**src/rtl/pn_dither_pkg.sv**
```systemverilog
package pn_dither_pkg;

  localparam int GAIN_W   = 16;
  localparam int SIGN_EXT = 3;
  localparam int PN_W     = GAIN_W + SIGN_EXT;

  typedef enum logic [1:0] {
    CODE_SHORT = 2'b00,
    CODE_LONG  = 2'b01,
    CODE_XOR   = 2'b10,
    CODE_XOR2  = 2'b11
  } code_sel_e;

  // Map one chip to a signed noise word: 1 -> +gain, 0 -> -gain.
  function automatic logic signed [PN_W-1:0] chip_value(input logic chip,
                                                        input logic [GAIN_W-1:0] g);
    logic signed [PN_W-1:0] mag;
    mag = $signed({{SIGN_EXT{1'b0}}, g});
    return chip ? mag : -mag;
  endfunction

  // Combine the two chips according to the select code.
  function automatic logic pick_chip(input code_sel_e sel, input logic a, input logic b);
    case (sel)
      CODE_SHORT: return a;
      CODE_LONG:  return b;
      default:    return a ^ b;
    endcase
  endfunction

endpackage

```
**src/rtl/pn_lfsr.sv**
```systemverilog
module pn_lfsr #(
  parameter int          WIDTH = 15,
  parameter int          TAP_A = 14,
  parameter int          TAP_B = 13,
  parameter int          LEAD  = 7,
  parameter logic [WIDTH-1:0] SEED = 1
) (
  input  logic             clk,
  input  logic             rst_n,
  input  logic             step,
  output logic             chip_now,
  output logic             chip_ahead,
  output logic [WIDTH-1:0] state
);

  localparam int AHEAD_BIT = WIDTH - 1 - LEAD;

  logic [WIDTH-1:0] st;
  logic             feedback;

  assign feedback = st[TAP_A] ^ st[TAP_B];

  always_ff @(posedge clk) begin
    if (!rst_n)    st <= SEED;
    else if (step) st <= {st[WIDTH-2:0], feedback};
  end

  // Shifting left moves future chips toward the MSB, so a lower bit
  // shows the chip that will appear LEAD steps from now.
  assign chip_now   = st[WIDTH-1];
  assign chip_ahead = st[AHEAD_BIT];
  assign state      = st;

endmodule

```
**src/rtl/pn_code_mux.sv**
```systemverilog
module pn_code_mux import pn_dither_pkg::*; (
  input  logic [1:0] code_sel,
  input  logic       short_now,
  input  logic       short_ahead,
  input  logic       long_now,
  input  logic       long_ahead,
  output logic       chip_i,
  output logic       chip_q
);

  code_sel_e sel;
  assign sel    = code_sel_e'(code_sel);
  assign chip_i = pick_chip(sel, short_now,   long_now);
  assign chip_q = pick_chip(sel, short_ahead, long_ahead);

endmodule

```
**src/rtl/pn_lane.sv**
```systemverilog
module pn_lane import pn_dither_pkg::*; #(
  parameter int DATA_W = 24
) (
  input  logic                     clk,
  input  logic                     rst_n,
  input  logic                     in_valid,
  input  logic signed [DATA_W-1:0] mix,
  input  logic                     chip,
  input  logic [GAIN_W-1:0]        gain,
  output logic signed [DATA_W-1:0] pn_aligned,
  output logic signed [DATA_W-1:0] out
);

  localparam int SHIFT = DATA_W - PN_W;

  function automatic logic signed [DATA_W-1:0] sat_sum(input logic signed [DATA_W-1:0] a,
                                                       input logic signed [DATA_W-1:0] b);
    logic signed [DATA_W:0] w;
    w = {a[DATA_W-1], a} + {b[DATA_W-1], b};
    if (w[DATA_W] != w[DATA_W-1])
      return w[DATA_W] ? {1'b1, {(DATA_W-1){1'b0}}} : {1'b0, {(DATA_W-1){1'b1}}};
    return w[DATA_W-1:0];
  endfunction

  logic signed [PN_W-1:0]   pn_val;
  logic signed [DATA_W-1:0] sum;

  assign pn_val = chip_value(chip, gain);

  generate
    if (SHIFT > 0) begin : g_pad
      assign pn_aligned = {pn_val, {SHIFT{1'b0}}};
    end else begin : g_flush
      assign pn_aligned = pn_val;
    end
  endgenerate

  assign sum = sat_sum(mix, pn_aligned);

  always_ff @(posedge clk) begin
    if (!rst_n)        out <= '0;
    else if (in_valid) out <= sum;
  end

endmodule

```
**src/rtl/pn_dither_injector.sv**
```systemverilog
module pn_dither_injector import pn_dither_pkg::*; #(
  parameter int DATA_W = 24,
  parameter int Q_LEAD = 7
) (
  input  logic                     clk,
  input  logic                     rst_n,
  input  logic                     in_valid,
  input  logic signed [DATA_W-1:0] mix_i,
  input  logic signed [DATA_W-1:0] mix_q,
  input  logic [15:0]              pn_gain,
  input  logic [1:0]               code_sel,
  output logic                     out_valid,
  output logic signed [DATA_W-1:0] out_i,
  output logic signed [DATA_W-1:0] out_q
);

  localparam int LANES   = 2;
  localparam int SHORT_W = 15;
  localparam int LONG_W  = 23;

  logic               short_now, short_ahead, long_now, long_ahead;
  logic [SHORT_W-1:0] st_short;
  logic [LONG_W-1:0]  st_long;
  logic               chip_i, chip_q;

  logic signed [DATA_W-1:0] mix_a [LANES];
  logic signed [DATA_W-1:0] out_a [LANES];
  logic signed [DATA_W-1:0] pn_a  [LANES];
  logic                     chip_a[LANES];
  logic signed [DATA_W-1:0] pn_i, pn_q;

  pn_lfsr #(.WIDTH(SHORT_W), .TAP_A(14), .TAP_B(13), .LEAD(Q_LEAD),
            .SEED(15'h0001)) u_short (
    .clk(clk), .rst_n(rst_n), .step(in_valid),
    .chip_now(short_now), .chip_ahead(short_ahead), .state(st_short));

  pn_lfsr #(.WIDTH(LONG_W), .TAP_A(22), .TAP_B(17), .LEAD(Q_LEAD),
            .SEED(23'h000001)) u_long (
    .clk(clk), .rst_n(rst_n), .step(in_valid),
    .chip_now(long_now), .chip_ahead(long_ahead), .state(st_long));

  pn_code_mux u_mux (
    .code_sel(code_sel), .short_now(short_now), .short_ahead(short_ahead),
    .long_now(long_now), .long_ahead(long_ahead),
    .chip_i(chip_i), .chip_q(chip_q));

  assign mix_a[0]  = mix_i;
  assign mix_a[1]  = mix_q;
  assign chip_a[0] = chip_i;
  assign chip_a[1] = chip_q;

  for (genvar g = 0; g < LANES; g++) begin : g_lane
    pn_lane #(.DATA_W(DATA_W)) u_lane (
      .clk(clk), .rst_n(rst_n), .in_valid(in_valid),
      .mix(mix_a[g]), .chip(chip_a[g]), .gain(pn_gain),
      .pn_aligned(pn_a[g]), .out(out_a[g]));
  end

  assign out_i = out_a[0];
  assign out_q = out_a[1];
  assign pn_i  = pn_a[0];
  assign pn_q  = pn_a[1];

  always_ff @(posedge clk) begin
    if (!rst_n) out_valid <= 1'b0;
    else        out_valid <= in_valid;
  end

endmodule

```
**config.mk**
```make
export PLATFORM = sky130hd
export DESIGN_NAME = pn_dither_injector
export DESIGN_NICKNAME = d
export VERILOG_FILES = /design/src/rtl/pn_dither_pkg.sv /design/src/rtl/pn_lfsr.sv /design/src/rtl/pn_code_mux.sv /design/src/rtl/pn_lane.sv /design/src/rtl/pn_dither_injector.sv
export SDC_FILE = /design/constraint.sdc
export NUM_CORES = 1
export LEC_CHECK = 0
export CAP_MARGIN = 5
export CORE_ASPECT_RATIO = 1.75
export CORE_MARGIN = 1.5
export CORE_UTILIZATION = 50
export CTS_CLUSTER_SIZE = 25
export DETAILED_ROUTE_END_ITERATION = 6
export GPL_ROUTABILITY_DRIVEN = 0
export PLACE_DENSITY = 0.75
export SLEW_MARGIN = 30
export SYNTH_ARGS = -nofsm -noshare
export SYNTH_HDL_FRONTEND = slang
export SYNTH_SLANG_ARGS = --single-unit
```
**constraint.sdc**
```tcl
create_clock -name clk -period 4.7 [get_ports clk]
set_input_delay 0.94 -clock clk [delete_from_list [all_inputs] [get_ports clk]]
set_output_delay 0.94 -clock clk [all_outputs]
set_load 0.02 [all_outputs]
```
==> run metrics, run 1 <==
result of the run finished clean; Final TNS setup 0 ns; master cell of the clock root buffer clkbuf_16; post-synthesis to final-layout area growth 29.7%; dominant register cell in the synthesized netlist dfxtp_1; fin crit share 0.944; gate count after technology mapping 728; Hold Worst Slack 0.474 ns; switching power between 0.0007 and 0.0008 W; Worst Setup SP code_sel[1]; number of endpoints failing setup at the final stage 0; sum of routed wire length over all layers 16100 um; number of cell instances on the worst register-to-register path 14; Leakage ~3.2 nW; post-synthesis share of cell area spent on xor and xnor gates 0.0910; origin of the worst min-delay path g_lane[0].u_lane.out[20]; vias in the first global route approximately 5600; Synth top cells by count dfxtp_1, o21ai_0, a21oi_1; endpoint class of the critical path flop; number of vias in the routed layout 5718; depth of the worst hold-timing path 2; Worst Path Required 4.96 ns; die area 13000 sq um; DRC violations left 0; Yosys Warn Count 0; post-synthesis net count 840; number of maximum-capacitance constraint violations 0; Hold Vio Cnt, Final 0; critical register-to-register path startpoint u_short.state[14]; sinks on the clock net 87; Max Clock Skew 0.00830 ns; Int Pwr 0.00167 W; met3 WL post-DR 527 um; area share of the largest cell type after synthesis 0.284; Hold WC Path Type flop to flop; std cell rows 53; placed wire-length estimate 12600 um; compound-cell area share of the yosys netlist 0.214; data arrival at the endpoint of the critical path 4.70 ns; die width 86.8 um; number of detailed-route iterations in the first pass 4; crit path launch type input pin; vias per cell 5.62; pin slew with the least headroom to its limit 0.781 ns; IR drop worst, VDD about 190 uV; Cell variety after synth 64; number of buffers created by CTS 9; power density over the cells 299 nW/um^2; antenna violations before repair 0; maximum fanout along the worst path 24; proportion of synthesized flip-flops having asynchronous set or reset 0; sum of routed wire segments on met1 6220 um; setup repair after global routing missed its margin false; number of buffer cells added on primary ports ~120; Clock Path Buffers 2; net total in the final layout 959; portion of netlist area occupied by mux cells 0.0619; fillers 1007; number of primary I/O pins between 100 and 150; arithmetic-cell share of the synthesized area counting full adders, half adders and majority gates 0.157; portion of the post-synthesis area used by sequential elements 0.284; number of enable-type register cells in the synthesized netlist 0; max_slew headroom 0.480; leftover overflow at the end of global routing 0; syn_area_per_cell approximately 8.4 sq um; fraction of power spent switching nets 0.297; H-tree depth 3; clock period minus worst slack about 4.4 ns; latest clock arrival within the worst-skew pair approximately 0.34 ns; first-pass GRT wire length 25800 um; pin count of the biggest net entering global routing about 90; cell type with the highest aggregate area in the netlist dfxtp_1; Mapped Area 6140 sq um; synth top area cells dfxtp_1, ha_1, o21ai_0; share of synthesized cell area in and, or, nand and nor gates 0.149; global-route usage over all layers 0.252; Clock Pin Slew Worst Setup and Hold Paths 0.06 ns; Crit Path Category input pin to flop; vertical extent of the die 150 um; final design utilization 0.664; diode count 0; Floorplan Core Area 12000 sq um; clock tree from TritonCTS done; achievable clock frequency 0.225 GHz; most frequent cell after synthesis dfxtp_1; share of final-layout standard cells stronger than drive strength 1 0.129; largest family of logic cells by synthesized area compound AO/OA/AOI/OAI gates; Met2 Routed Length approximately 8000 um; effective utilization at floorplan 0.512; Max Slew Vio Count 0; detail-routed net length per standard cell about 16 um; # Post-CTS Setup Buffers 0; First DRT Iteration DRCs between 200 and 300; Seq cells post-synth 87; Flop pwr share 0.339; Logic pwr share 0.322; antenna-violating nets left 0; relative contribution of the clock network to total power 0.339; Highest Signal Layer met4
-- repair_timing --
item / in CTS / in global routing
hold buffers: 0 / 0
setup endpoints to repair: 0 / 10
gates resized for setup: 0 / 3
-- path summary, 6_finish.rpt --
check / endpoint / slack, ns
setup / recovery: g_lane[0].u_lane.out[3] / 0.26
setup reg to reg: g_lane[0].u_lane.out[7] / 1.13
hold / removal: g_lane[0].u_lane.out[20] / 0.47
hold reg to reg: g_lane[0].u_lane.out[20] / 0.47
-- critical path, cell delays in order --
cell and delay (ns):
clkdlybuf4s50_1 0.53, nand2b_1 0.18, a21oi_1 0.10, a311oi_1 0.36, buf_4 0.23, nor2_1 0.05, xor2_1 0.16, ha_1 0.35
o21ai_0 0.14, o21bai_1 0.28, a211oi_2 0.13, a21oi_1 0.33, a41oi_2 0.21, buf_12 0.20, maj3_1 0.37, a21oi_1 0.15
-- per-layer routing --
layer | global-route usage | up-vias
li1 | - | 2840
met1 | 0.284 | 2633
met2 | 0.428 | 181
met3 | 0.0298 | 64
met4 | 0.188 | 0
met5 | 0 | -
-- sequential cells by signal, indices dropped and copies added (netlist names) --
| signal | count |
|---|---|
| u_short.state | 15 |
| out_valid | 1 |
| g_lane.u_lane.out | 48 |
| u_long.state | 23 |
-- placed cells by master, fill, tap and decap left out, types with 25 or more instances in the layout --
| cell | netlist | routed |
|---|---|---|
| nor2_1 | 41 | 41 |
| ha_1 | 41 | 41 |
| o21ai_0 | 80 | 80 |
| maj3_2 | 25 | 25 |
| xor2_1 | 26 | 26 |
| nor2b_1 | 42 | 42 |
| clkdlybuf4s50_1 | 0 | 115 |
| a21oi_1 | 64 | 64 |
| mux2i_1 | 38 | 38 |
| xnor2_1 | 36 | 35 |
| dfxtp_1 | 87 | 87 |
| nand2_1 | 53 | 53 |
| buf_4 | 3 | 37 |
-- cell families after synthesis --
kind of cell               after synthesis
AOI/OAI and AO/OA                      214
and+or+nand+nor                        184
DFF                                     87
adders and majority gates               81
xor gates and xnor gates                63
buffers and inverters                   61
muxes                                   38
-- power by group through the flow --
stage                     combinational [W]  clock (W)  sequential [W]
after floorplan                    0.000444          0        0.000870
after global placement             0.000744          0        0.000823
after detailed placement           0.000759          0        0.000825
after CTS                          0.000763   0.000823        0.000808
after global routing               0.000830   0.000852        0.000812
final                              0.000766   0.000808        0.000808
-- area by class of cell --
cell class / count / area (sq um) / area share
multi-input combinational: 580 / 4150 / 0.521
sequential: 87 / 1740 / 0.219
timing repair buffer: 154 / 1470 / 0.184
clock buffer: 9 / 225 / 0.0283
tap: 165 / 206 / 0.0259
clock inverter: 7 / 120 / 0.0151
inverter: 15 / 56.3 / 0.00707
-- per-stage QoR --
step / power (W) / instance area, sq um / setup WS (ns) / std cells
floorplan: 0.00131 / 6140 / 0.462 / 728
global placement: 0.00157 / 7610 / 0.128 / 1001
finish: 0.00238 / 7970 / 0.264 / 1017
detailed placement: 0.00158 / 7610 / -0.106 / 1001
global route: 0.00249 / 7970 / 0.0799 / 1017
CTS: 0.00239 / 7950 / 0.232 / 1017
Note: power is estimated with default switching activity, not from simulation.
==> inputs of run 2 (changes only) <==
- CTS_CLUSTER_SIZE: 25 -> unset
==> results of run 2 <==
No change in the layout: final DEF, timing and power equal those of run 1.
==> inputs of run 3 (changes only) <==
- SETUP_SLACK_MARGIN: unset -> 0.05
==> results of run 3 <==
No change in the layout: final DEF, timing and power equal those of run 1.
